<file path="src/rtl/sw_flow_pkg.sv">
package sw_flow_pkg;

  // Decoded view of the datapath handed to control
  typedef struct packed {
    logic enable;
    logic xoffHit;
    logic xonHit;
    logic atOrAbove;
  } dp_status_t;

  // Strobes from control into the datapath
  typedef struct packed {
    logic loadXoff;
    logic loadXon;
  } ctl_strobe_t;

  localparam logic [1:0] ADDR_ENABLE = 2'd0;
  localparam logic [1:0] ADDR_XON    = 2'd1;
  localparam logic [1:0] ADDR_XOFF   = 2'd2;
  localparam logic [1:0] ADDR_THRESH = 2'd3;

endpackage

</file>
<file path="src/rtl/sw_flow_dp.sv">
module sw_flow_dp
  import sw_flow_pkg::*;
#(
  parameter int DATA_W = 8,
  parameter int CNT_W = 10,
  parameter int DEF_THRESH = 450,
  parameter logic [DATA_W-1:0] DEF_XON = 8'h11,
  parameter logic [DATA_W-1:0] DEF_XOFF = 8'h13
) (
  input  logic              clk,
  input  logic              rstN,
  input  logic              cfgWe,
  input  logic [1:0]        cfgAddr,
  input  logic [CNT_W-1:0]  cfgWdata,
  input  logic              rxValid,
  input  logic [DATA_W-1:0] rxData,
  input  logic [CNT_W-1:0]  fifoLevel,
  input  ctl_strobe_t       strobe,
  output dp_status_t        status,
  output logic              fifoWrEn,
  output logic [DATA_W-1:0] fifoWrData,
  output logic [DATA_W-1:0] sendChar
);

  localparam int NUM_CODES = 2;
  localparam int XON_IDX = 0;
  localparam int XOFF_IDX = 1;
  localparam logic [CNT_W-1:0] THR_RST = CNT_W'(DEF_THRESH);

  logic              enReg;
  logic [DATA_W-1:0] xonReg;
  logic [DATA_W-1:0] xoffReg;
  logic [CNT_W-1:0]  thrReg;
  logic [DATA_W-1:0] charReg;

  always_ff @(posedge clk) begin
    if (!rstN) begin
      enReg   <= 1'b0;
      xonReg  <= DEF_XON;
      xoffReg <= DEF_XOFF;
      thrReg  <= THR_RST;
    end else if (cfgWe) begin
      case (cfgAddr)
        ADDR_ENABLE: enReg   <= cfgWdata[0];
        ADDR_XON:    xonReg  <= cfgWdata[DATA_W-1:0];
        ADDR_XOFF:   xoffReg <= cfgWdata[DATA_W-1:0];
        default:     thrReg  <= cfgWdata;
      endcase
    end
  end

  // One comparator per programmable code
  logic [DATA_W-1:0]    codeSel [NUM_CODES];
  logic [NUM_CODES-1:0] matchVec;

  assign codeSel[XON_IDX]  = xonReg;
  assign codeSel[XOFF_IDX] = xoffReg;

  for (genvar g = 0; g < NUM_CODES; g++) begin : g_cmp
    assign matchVec[g] = (rxData == codeSel[g]);
  end

  assign status.enable    = enReg;
  assign status.xoffHit   = enReg & rxValid & matchVec[XOFF_IDX];
  assign status.xonHit    = enReg & rxValid & matchVec[XON_IDX] & ~matchVec[XOFF_IDX];
  assign status.atOrAbove = (fifoLevel >= thrReg);

  // Codes are consumed; everything else goes to the FIFO
  assign fifoWrEn   = rxValid & ~(enReg & (|matchVec));
  assign fifoWrData = rxData;

  always_ff @(posedge clk) begin
    if (!rstN) begin
      charReg <= '0;
    end else if (strobe.loadXoff) begin
      charReg <= xoffReg;
    end else if (strobe.loadXon) begin
      charReg <= xonReg;
    end
  end

  assign sendChar = charReg;

endmodule

</file>
<file path="src/rtl/sw_flow_ctl.sv">
module sw_flow_ctl
  import sw_flow_pkg::*;
(
  input  logic        clk,
  input  logic        rstN,
  input  dp_status_t  status,
  input  logic        txBusy,
  input  logic        sendAck,
  output ctl_strobe_t strobe,
  output logic        paused,
  output logic        pending
);

  logic stopArmed;
  logic lastWasXoff;
  logic queueXoff;
  logic queueXon;

  assign queueXoff = status.enable & ~pending & status.atOrAbove & ~lastWasXoff;
  assign queueXon  = status.enable & ~pending & ~status.atOrAbove & lastWasXoff;

  assign strobe.loadXoff = queueXoff;
  assign strobe.loadXon  = queueXon;

  always_ff @(posedge clk) begin
    if (!rstN || !status.enable) begin
      paused      <= 1'b0;
      stopArmed   <= 1'b0;
      pending     <= 1'b0;
      lastWasXoff <= 1'b0;
    end else begin
      // Receive side: stop waits for the character in flight
      if (status.xoffHit) begin
        if (txBusy) stopArmed <= 1'b1;
        else        paused    <= 1'b1;
      end else if (status.xonHit) begin
        paused    <= 1'b0;
        stopArmed <= 1'b0;
      end else if (stopArmed && !txBusy) begin
        paused    <= 1'b1;
        stopArmed <= 1'b0;
      end

      // Transmit side: one request per threshold crossing
      if (pending) begin
        if (sendAck) pending <= 1'b0;
      end else if (queueXoff) begin
        pending     <= 1'b1;
        lastWasXoff <= 1'b1;
      end else if (queueXon) begin
        pending     <= 1'b1;
        lastWasXoff <= 1'b0;
      end
    end
  end

endmodule

</file>
<file path="src/rtl/sw_flow_ctrl.sv">
module sw_flow_ctrl
  import sw_flow_pkg::*;
#(
  parameter int DATA_W = 8,
  parameter int CNT_W = 10,
  parameter int DEF_THRESH = 450
) (
  input  logic              clk,
  input  logic              rstN,
  input  logic              cfgWe,
  input  logic [1:0]        cfgAddr,
  input  logic [CNT_W-1:0]  cfgWdata,
  input  logic              rxValid,
  input  logic [DATA_W-1:0] rxData,
  output logic              fifoWrEn,
  output logic [DATA_W-1:0] fifoWrData,
  input  logic [CNT_W-1:0]  fifoLevel,
  input  logic              txBusy,
  input  logic              txDataReq,
  output logic              txDataGrant,
  output logic              txPause,
  output logic              sendReq,
  output logic [DATA_W-1:0] sendChar,
  input  logic              sendAck
);

  dp_status_t  dpStatus;
  ctl_strobe_t ctlStrobe;
  logic        pausedQ;
  logic        pendingQ;

  sw_flow_dp #(
    .DATA_W(DATA_W), .CNT_W(CNT_W), .DEF_THRESH(DEF_THRESH)
  ) u_dp (
    .clk(clk), .rstN(rstN),
    .cfgWe(cfgWe), .cfgAddr(cfgAddr), .cfgWdata(cfgWdata),
    .rxValid(rxValid), .rxData(rxData), .fifoLevel(fifoLevel),
    .strobe(ctlStrobe), .status(dpStatus),
    .fifoWrEn(fifoWrEn), .fifoWrData(fifoWrData), .sendChar(sendChar)
  );

  sw_flow_ctl u_ctl (
    .clk(clk), .rstN(rstN), .status(dpStatus),
    .txBusy(txBusy), .sendAck(sendAck),
    .strobe(ctlStrobe), .paused(pausedQ), .pending(pendingQ)
  );

  assign txPause     = pausedQ;
  assign sendReq     = pendingQ;
  assign txDataGrant = txDataReq & ~pausedQ & ~pendingQ;

endmodule

</file>
<file path="config.mk">
export PLATFORM = sky130hd
export DESIGN_NAME = sw_flow_ctrl
export DESIGN_NICKNAME = d
export VERILOG_FILES = /design/src/rtl/sw_flow_pkg.sv /design/src/rtl/sw_flow_dp.sv /design/src/rtl/sw_flow_ctl.sv /design/src/rtl/sw_flow_ctrl.sv
export SDC_FILE = /design/constraint.sdc
export NUM_CORES = 1
export LEC_CHECK = 0
export BUFFER_PORTS_ARGS = -buffer_cell sky130_fd_sc_hd__buf_2
export CORE_MARGIN = 4
export CORE_UTILIZATION = 52
export CTS_CLUSTER_DIAMETER = 100
export DETAILED_ROUTE_END_ITERATION = 16
export PLACE_DENSITY = 0.9
export SLEW_MARGIN = 20
export SYNTH_ARGS = -nofsm -noshare
export SYNTH_HDL_FRONTEND = slang
export SYNTH_SLANG_ARGS = --single-unit
</file>
<file path="constraint.sdc">
create_clock -name clk -period 2.05 [get_ports clk]
set_clock_uncertainty 0.05 [all_clocks]
set_input_delay 0.205 -clock clk [delete_from_list [all_inputs] [get_ports clk]]
set_output_delay 0.205 -clock clk [all_outputs]
set_load 0.02 [all_outputs]
</file>
After elaboration in Yosys (flattened, before gate mapping)
Index checks and enable logic that the tools add are counted.
{"block": "word_totals", "reg_bits": 39, "elab_cells": 69, "inputBits": 37}
{"block": "classes", "n_reduce_logical": 17, "bitwise_logic": 20, "order_cmp": 1, "eq_ne": 6, "mux": 16}
{"op": "== test 8 bit", "n": 2}
{"op": "two-way mux 8 bit", "n": 2}
{"op": "two-way mux 1 bit", "n": 14}
{"op": "AND reduction 2 bit", "n": 7}
{"op": "AND 1 bit", "n": 13}
{"op": "greater-or-equal comparator 10 bit", "n": 1}
{"op": "inverter 1 bit", "n": 7}
{"op": "inequality test 2 bit (second input constant)", "n": 2}
{"op": "zero test 1 bit", "n": 3}
{"op": "nonzero test 3 bit", "n": 1}
{"op": "OR reduction 3 bit", "n": 1}
{"op": "== test 2 x 1 -> 1 bit (second input constant)", "n": 1}
{"op": "== test 2 bit (second input constant)", "n": 1}
{"op": "zero test 2 bit", "n": 1}
{"op": "nonzero test 2 bit", "n": 1}
{"op": "OR reduction 2 bit", "n": 1}
{"op": "logical AND 1 bit", "n": 1}
{"op": "logical OR 1 bit", "n": 1}

Longest topological paths before layout
{"block": "logic_depth", "word_depth": 7, "depth_mapped": 9, "mapped_depth_nobuf": 8}

Cells and area by module
A second synthesis with hierarchy kept.
{"block": "hier_totals", "cells_unflattened": 240, "hier_area_um2": 2107.0}
{"module": "sw_flow_dp", "cells_each": 218, "seq_area_each_um2": 700.7, "n_inst": 1, "area_per_inst_um2": 1885.6}
{"module": "sw_flow_ctl", "cells_each": 21, "seq_area_each_um2": 80.1, "n_inst": 1, "area_per_inst_um2": 209.0}
{"module": "sw_flow_ctrl", "cells_each": 1, "seq_area_each_um2": 0.0, "n_inst": 1, "area_per_inst_um2": 12.5}

Worst setup path after synthesis
No wires, ideal clock.
{"block": "synth_path", "kind": "register to register", "start": "register u_dp.thrReg[3]", "end": "register u_dp.charReg[3] (netlist: u_dp.sendChar[3])", "setup_ps": 58, "slack_ps": 177, "path_stages_with_launch": 10, "t_arrival_ps": 1765, "cell_sequence": "dfxtp_1 inv_1 ha_1 a21o_1 a21oi_1 o22ai_1 a21oi_4 buf_4 mux2i_1 o21a_1"}
{"block": "synth_between", "elab_chain_len": 5}
{"item": "from (decl)", "line_no": "sw_flow_dp.sv:33", "text": "logic [CNT_W-1:0] thrReg;"}
{"item": "from (signal assigned)", "line_no": "sw_flow_dp.sv:47", "text": "default: thrReg <= cfgWdata;"}
{"item": "greater-or-equal comparator 10 bit *", "line_no": "sw_flow_dp.sv:66", "text": "assign status.atOrAbove = (fifoLevel >= thrReg);"}
{"item": "inverter 1 bit", "line_no": "sw_flow_ctl.sv:20", "text": "assign queueXon = status.enable & ~pending & ~status.atOrAbove & lastWasXoff;"}
{"item": "AND 1 bit (2 in series)", "line_no": "sw_flow_ctl.sv:20"}
{"item": "nonzero test 2 bit (no source line)"}
{"item": "to (signal assigned)", "line_no": "sw_flow_dp.sv:76", "text": "charReg <= xoffReg;"}
{"item": "to (signal assigned)", "line_no": "sw_flow_dp.sv:78", "text": "charReg <= xonReg;"}
{"item": "to (decl)", "line_no": "sw_flow_dp.sv:34", "text": "logic [DATA_W-1:0] charReg;"}
Mark *: on every way between the ends. The rest lies on a longest branch, timed or not.
A chain may end at the register's enable or synchronous reset.

Worst setup path in the final report
{"block": "layout_path", "start": "register u_dp.thrReg[0]", "end": "register u_dp.charReg[6] (netlist: u_dp.sendChar[6])"}
Same word-level chain as after synthesis.

==> results.py <==
metrics = {
    "power_and_ir_drop": {
        "power.leakage_nw": 1.161,
        "p_per_area_nw_per_um2": 659.2,
        "worst_ir_drop_vdd_mv": 0.3912,
    },
    "timing": {
        "finalSetupTns_ns": 0,
        "hold_slack_ns": 0.09284,
        "tightest_slew_ns": 0.5201,
        "fin_ws_ns": 0.07255,
        "drv_slew": 0,
        "rsz0062_at_grt": "false",
        "min_period_over_period_pct": 96.46,
        "max_slew_margin_pct": 65.22,
        "setup_viol_count_final": 0,
        "timing.final.crit_period_ns": 1.977,
        "timing.fmax_mhz": 505.7,
        "final_hold_viol_count": 0,
    },
    "clocking": {
        "clkTransAtPathRegs_ns": 0.08,
        "cts_root_buf": "clkbuf_8",
        "hold_buffers": 0,
        "cts_htree_levels": 2,
        "cts_inserted_buffers": 5,
        "cts_buffer_depth": 2,
        "cts_resized": 0,
        "clock-sinks": 39,
        "clock_latency_ns": 0.29,
        "cts_tree": "built",
        "cts_setup_buffers": 0,
    },
    "synth": {
        "yosys.area_share.simple_pct": 18.11,
        "synth_xor_area_share_pct": 6.542,
        "synth_top_family_by_area": "simple AND/OR/NAND/NOR gates",
        "synth_compound_area_share_pct": 16.30,
        "syn-instance-count": 245,
        "synth_cell_types": 37,
        "synth_fa_ha_area_share_pct": 5.841,
        "ys_seq_elements": 39,
        "synth_area_um2": 2142,
        "synthMuxAreaShare_pct": 9.988,
        "syn_nets": 292,
        "ys_seq_area_share_pct": 36.45,
        "syn_avg_cell_area_um2": 8.743,
        "synth_warnings": 0,
    },
    "worst_setup_path": {
        "crit_path_start_kind": "flip-flop",
        "crit_type": "reg -> reg",
        "rrSetupSlack_ns": 0.07,
        "worst-endpoint-arrival_ns": 2.17,
        "end_kind": "flip-flop",
        "critPathMaxFanout": 8,
        "crit_required_ns": 2.24,
    },
    "floorplan": {
        "fp.dieArea_um2": 5210,
        "num_rows": 23,
        "die_w_um": 72.18,
        "fp.dieH_um": 72.18,
        "start_util_pct": 53.55,
        "coreArea_um2": 4000,
        "num_io_pins": 57,
    },
    "final_layout": {
        "fin_nets": 341,
        "final_cell_mix": "buf_2, nand2_1, dfxtp_1",
        "fillerInstances": 353,
        "syn_to_final_growth_pct": 19.98,
        "diodes": 0,
        "mostFrequentLayoutCell": "buf_2",
        "drive_gt1_share_pct": 28.14,
    },
    "drt": {
        "wl_per_cell_um": 13.78,
        "vias": 1863,
        "totalWireLength_mm": 4.754,
        "vias_per_cell": 5.400,
        "dr.pass1.iters": 7,
        "drt-initial-drc-count": 120,
        "drc_errors": 0,
        "drtAntennaViolNets": 0,
    },
    "global_routing": {
        "grt_max_degree": 29,
        "grt_use_total_pct": 18.60,
        "grt_overflow_total": 0,
        "grt_pass1_wl_mm": 7.527,
        "antenna_found_initial": 0,
        "grt_pass1_vias": 1625,
    },
    "placed_design": {
        "gp_congestion": 0.8640,
        "dp_hpwl_mm": 3.561,
        "io_buffers": 56,
        "post-place-ws_ns": 0.03383,
    },
    "run_status": {
        "outcome": "finished clean",
    },
    "hold_path": {
        "worstHoldPathType": "in -> reg",
    },
    "job": {
        "maxCapViolations": 0,
    },
}
-- worst max-delay path, stage by stage (launching register included) --
cell and delay [ns]:
dfxtp_1 0.32, ha_1 0.27, nand2b_4 0.14, a211oi_2 0.23, o22ai_2 0.12, a21oi_4 0.25, buf_6 0.19, mux2i_1 0.22
o21a_1 0.14
-- power by group --
group	internal, mW	total, mW	switching (mW)
Combinational	0.145	0.305	0.161
Clock	0.306	0.583	0.277
Sequential	0.786	0.806	0.0202
-- synth_stat cells --
cell type / n / share of area [%]
o2111ai_1: 1 / 0.41
inv_1: 11 / 1.9
a21oi_4: 1 / 0.76
nor3b_1: 4 / 1.4
o211ai_1: 4 / 1.4
a41oi_1: 1 / 0.41
nor2b_1: 7 / 2.0
or3b_1: 1 / 0.41
buf_2: 2 / 0.47
mux2_4: 2 / 1.4
a21o_1: 1 / 0.35
and3_1: 1 / 0.29
o21a_1: 7 / 2.5
a21boi_0: 11 / 3.9
nand3_1: 6 / 1.4
mux2i_1: 17 / 7.9
nor4_1: 1 / 0.29
nand2_1: 41 / 7.2
dfxtp_1: 39 / 36
mux2i_2: 1 / 0.64
nor2_1: 10 / 1.8
or2_2: 1 / 0.29
nand3b_1: 2 / 0.70
clkbuf_1: 7 / 1.2
ha_1: 10 / 5.8
a21oi_1: 5 / 1.2
nand2b_4: 1 / 0.64
o211a_1: 2 / 0.93
nor3_1: 1 / 0.23
nand4_1: 4 / 1.2
and2_1: 1 / 0.29
o22ai_1: 1 / 0.29
a211o_1: 1 / 0.41
o21ai_0: 14 / 3.3
buf_4: 9 / 3.2
a211oi_2: 1 / 0.58
xnor2_1: 16 / 6.5
-- metal layers --
layer  GRT usage, %  up-vias  wire length, um
met4          6.889        0              105
met3          5.679       11              411
met2          28.92       76             2263
li1               -      938                -
met5              0        -                0
met1          24.25      838             1974
-- cells by family after synthesis --
kind of cell,count (synthesis)
AND/OR/NAND/NOR,81
XOR/XNOR,16
flip-flops,39
adder cells (fa/ha/maj),10
AO/OA/AOI/OAI,50
buffers and inverters,29
multiplexers,20
-- per-stage QoR --
stage          power (mW)  cells  util, %  instance area, um^2
2_1_floorplan       1.015    245        -                 2142
3_3_place_gp        1.098    337    60.28                 2411
3_5_place_dp        1.107    337    60.28                 2411
4_1_cts             1.682    345    62.87                 2515
5_1_grt             1.787    345    64.25                 2570
6_report            1.694    345    64.25                 2570
-- path summary, 6_finish.rpt --
check	depth (start not counted)	start	end
setup / recovery	8	u_dp.thrReg[0]	u_dp.sendChar[6]
hold / removal	3	cfgWdata[8]	u_dp.thrReg[8]
setup reg to reg	8	u_dp.thrReg[0]	u_dp.sendChar[6]
hold reg to reg	1	u_dp.sendChar[5]	u_dp.sendChar[5]
-- layout make-up --
| cell class | count | area [um^2] | area share, % |
|---|---|---|---|
| Multi-Input combinational cell | 177 | 1266 | 49.27 |
| Sequential cell | 39 | 782.0 | 30.43 |
| Timing Repair Buffer | 60 | 314.1 | 12.22 |
| Clock buffer | 7 | 96.34 | 3.749 |
| Tap cell | 50 | 62.56 | 2.434 |
| Inverter | 11 | 41.29 | 1.607 |
| Clock inverter | 1 | 7.507 | 0.2921 |
-- state kept, by name, indices dropped and copies added, names as in the netlist --
register and flops:
u_ctl.lastWasXoff 1, u_ctl.stopArmed 1, u_dp.xonReg 8, u_dp.xoffReg 8
u_dp.thrReg 10, u_dp.sendChar 8, u_ctl.pending 1, u_ctl.paused 1
u_dp.enReg 1
(Power assumes the default switching activity.)
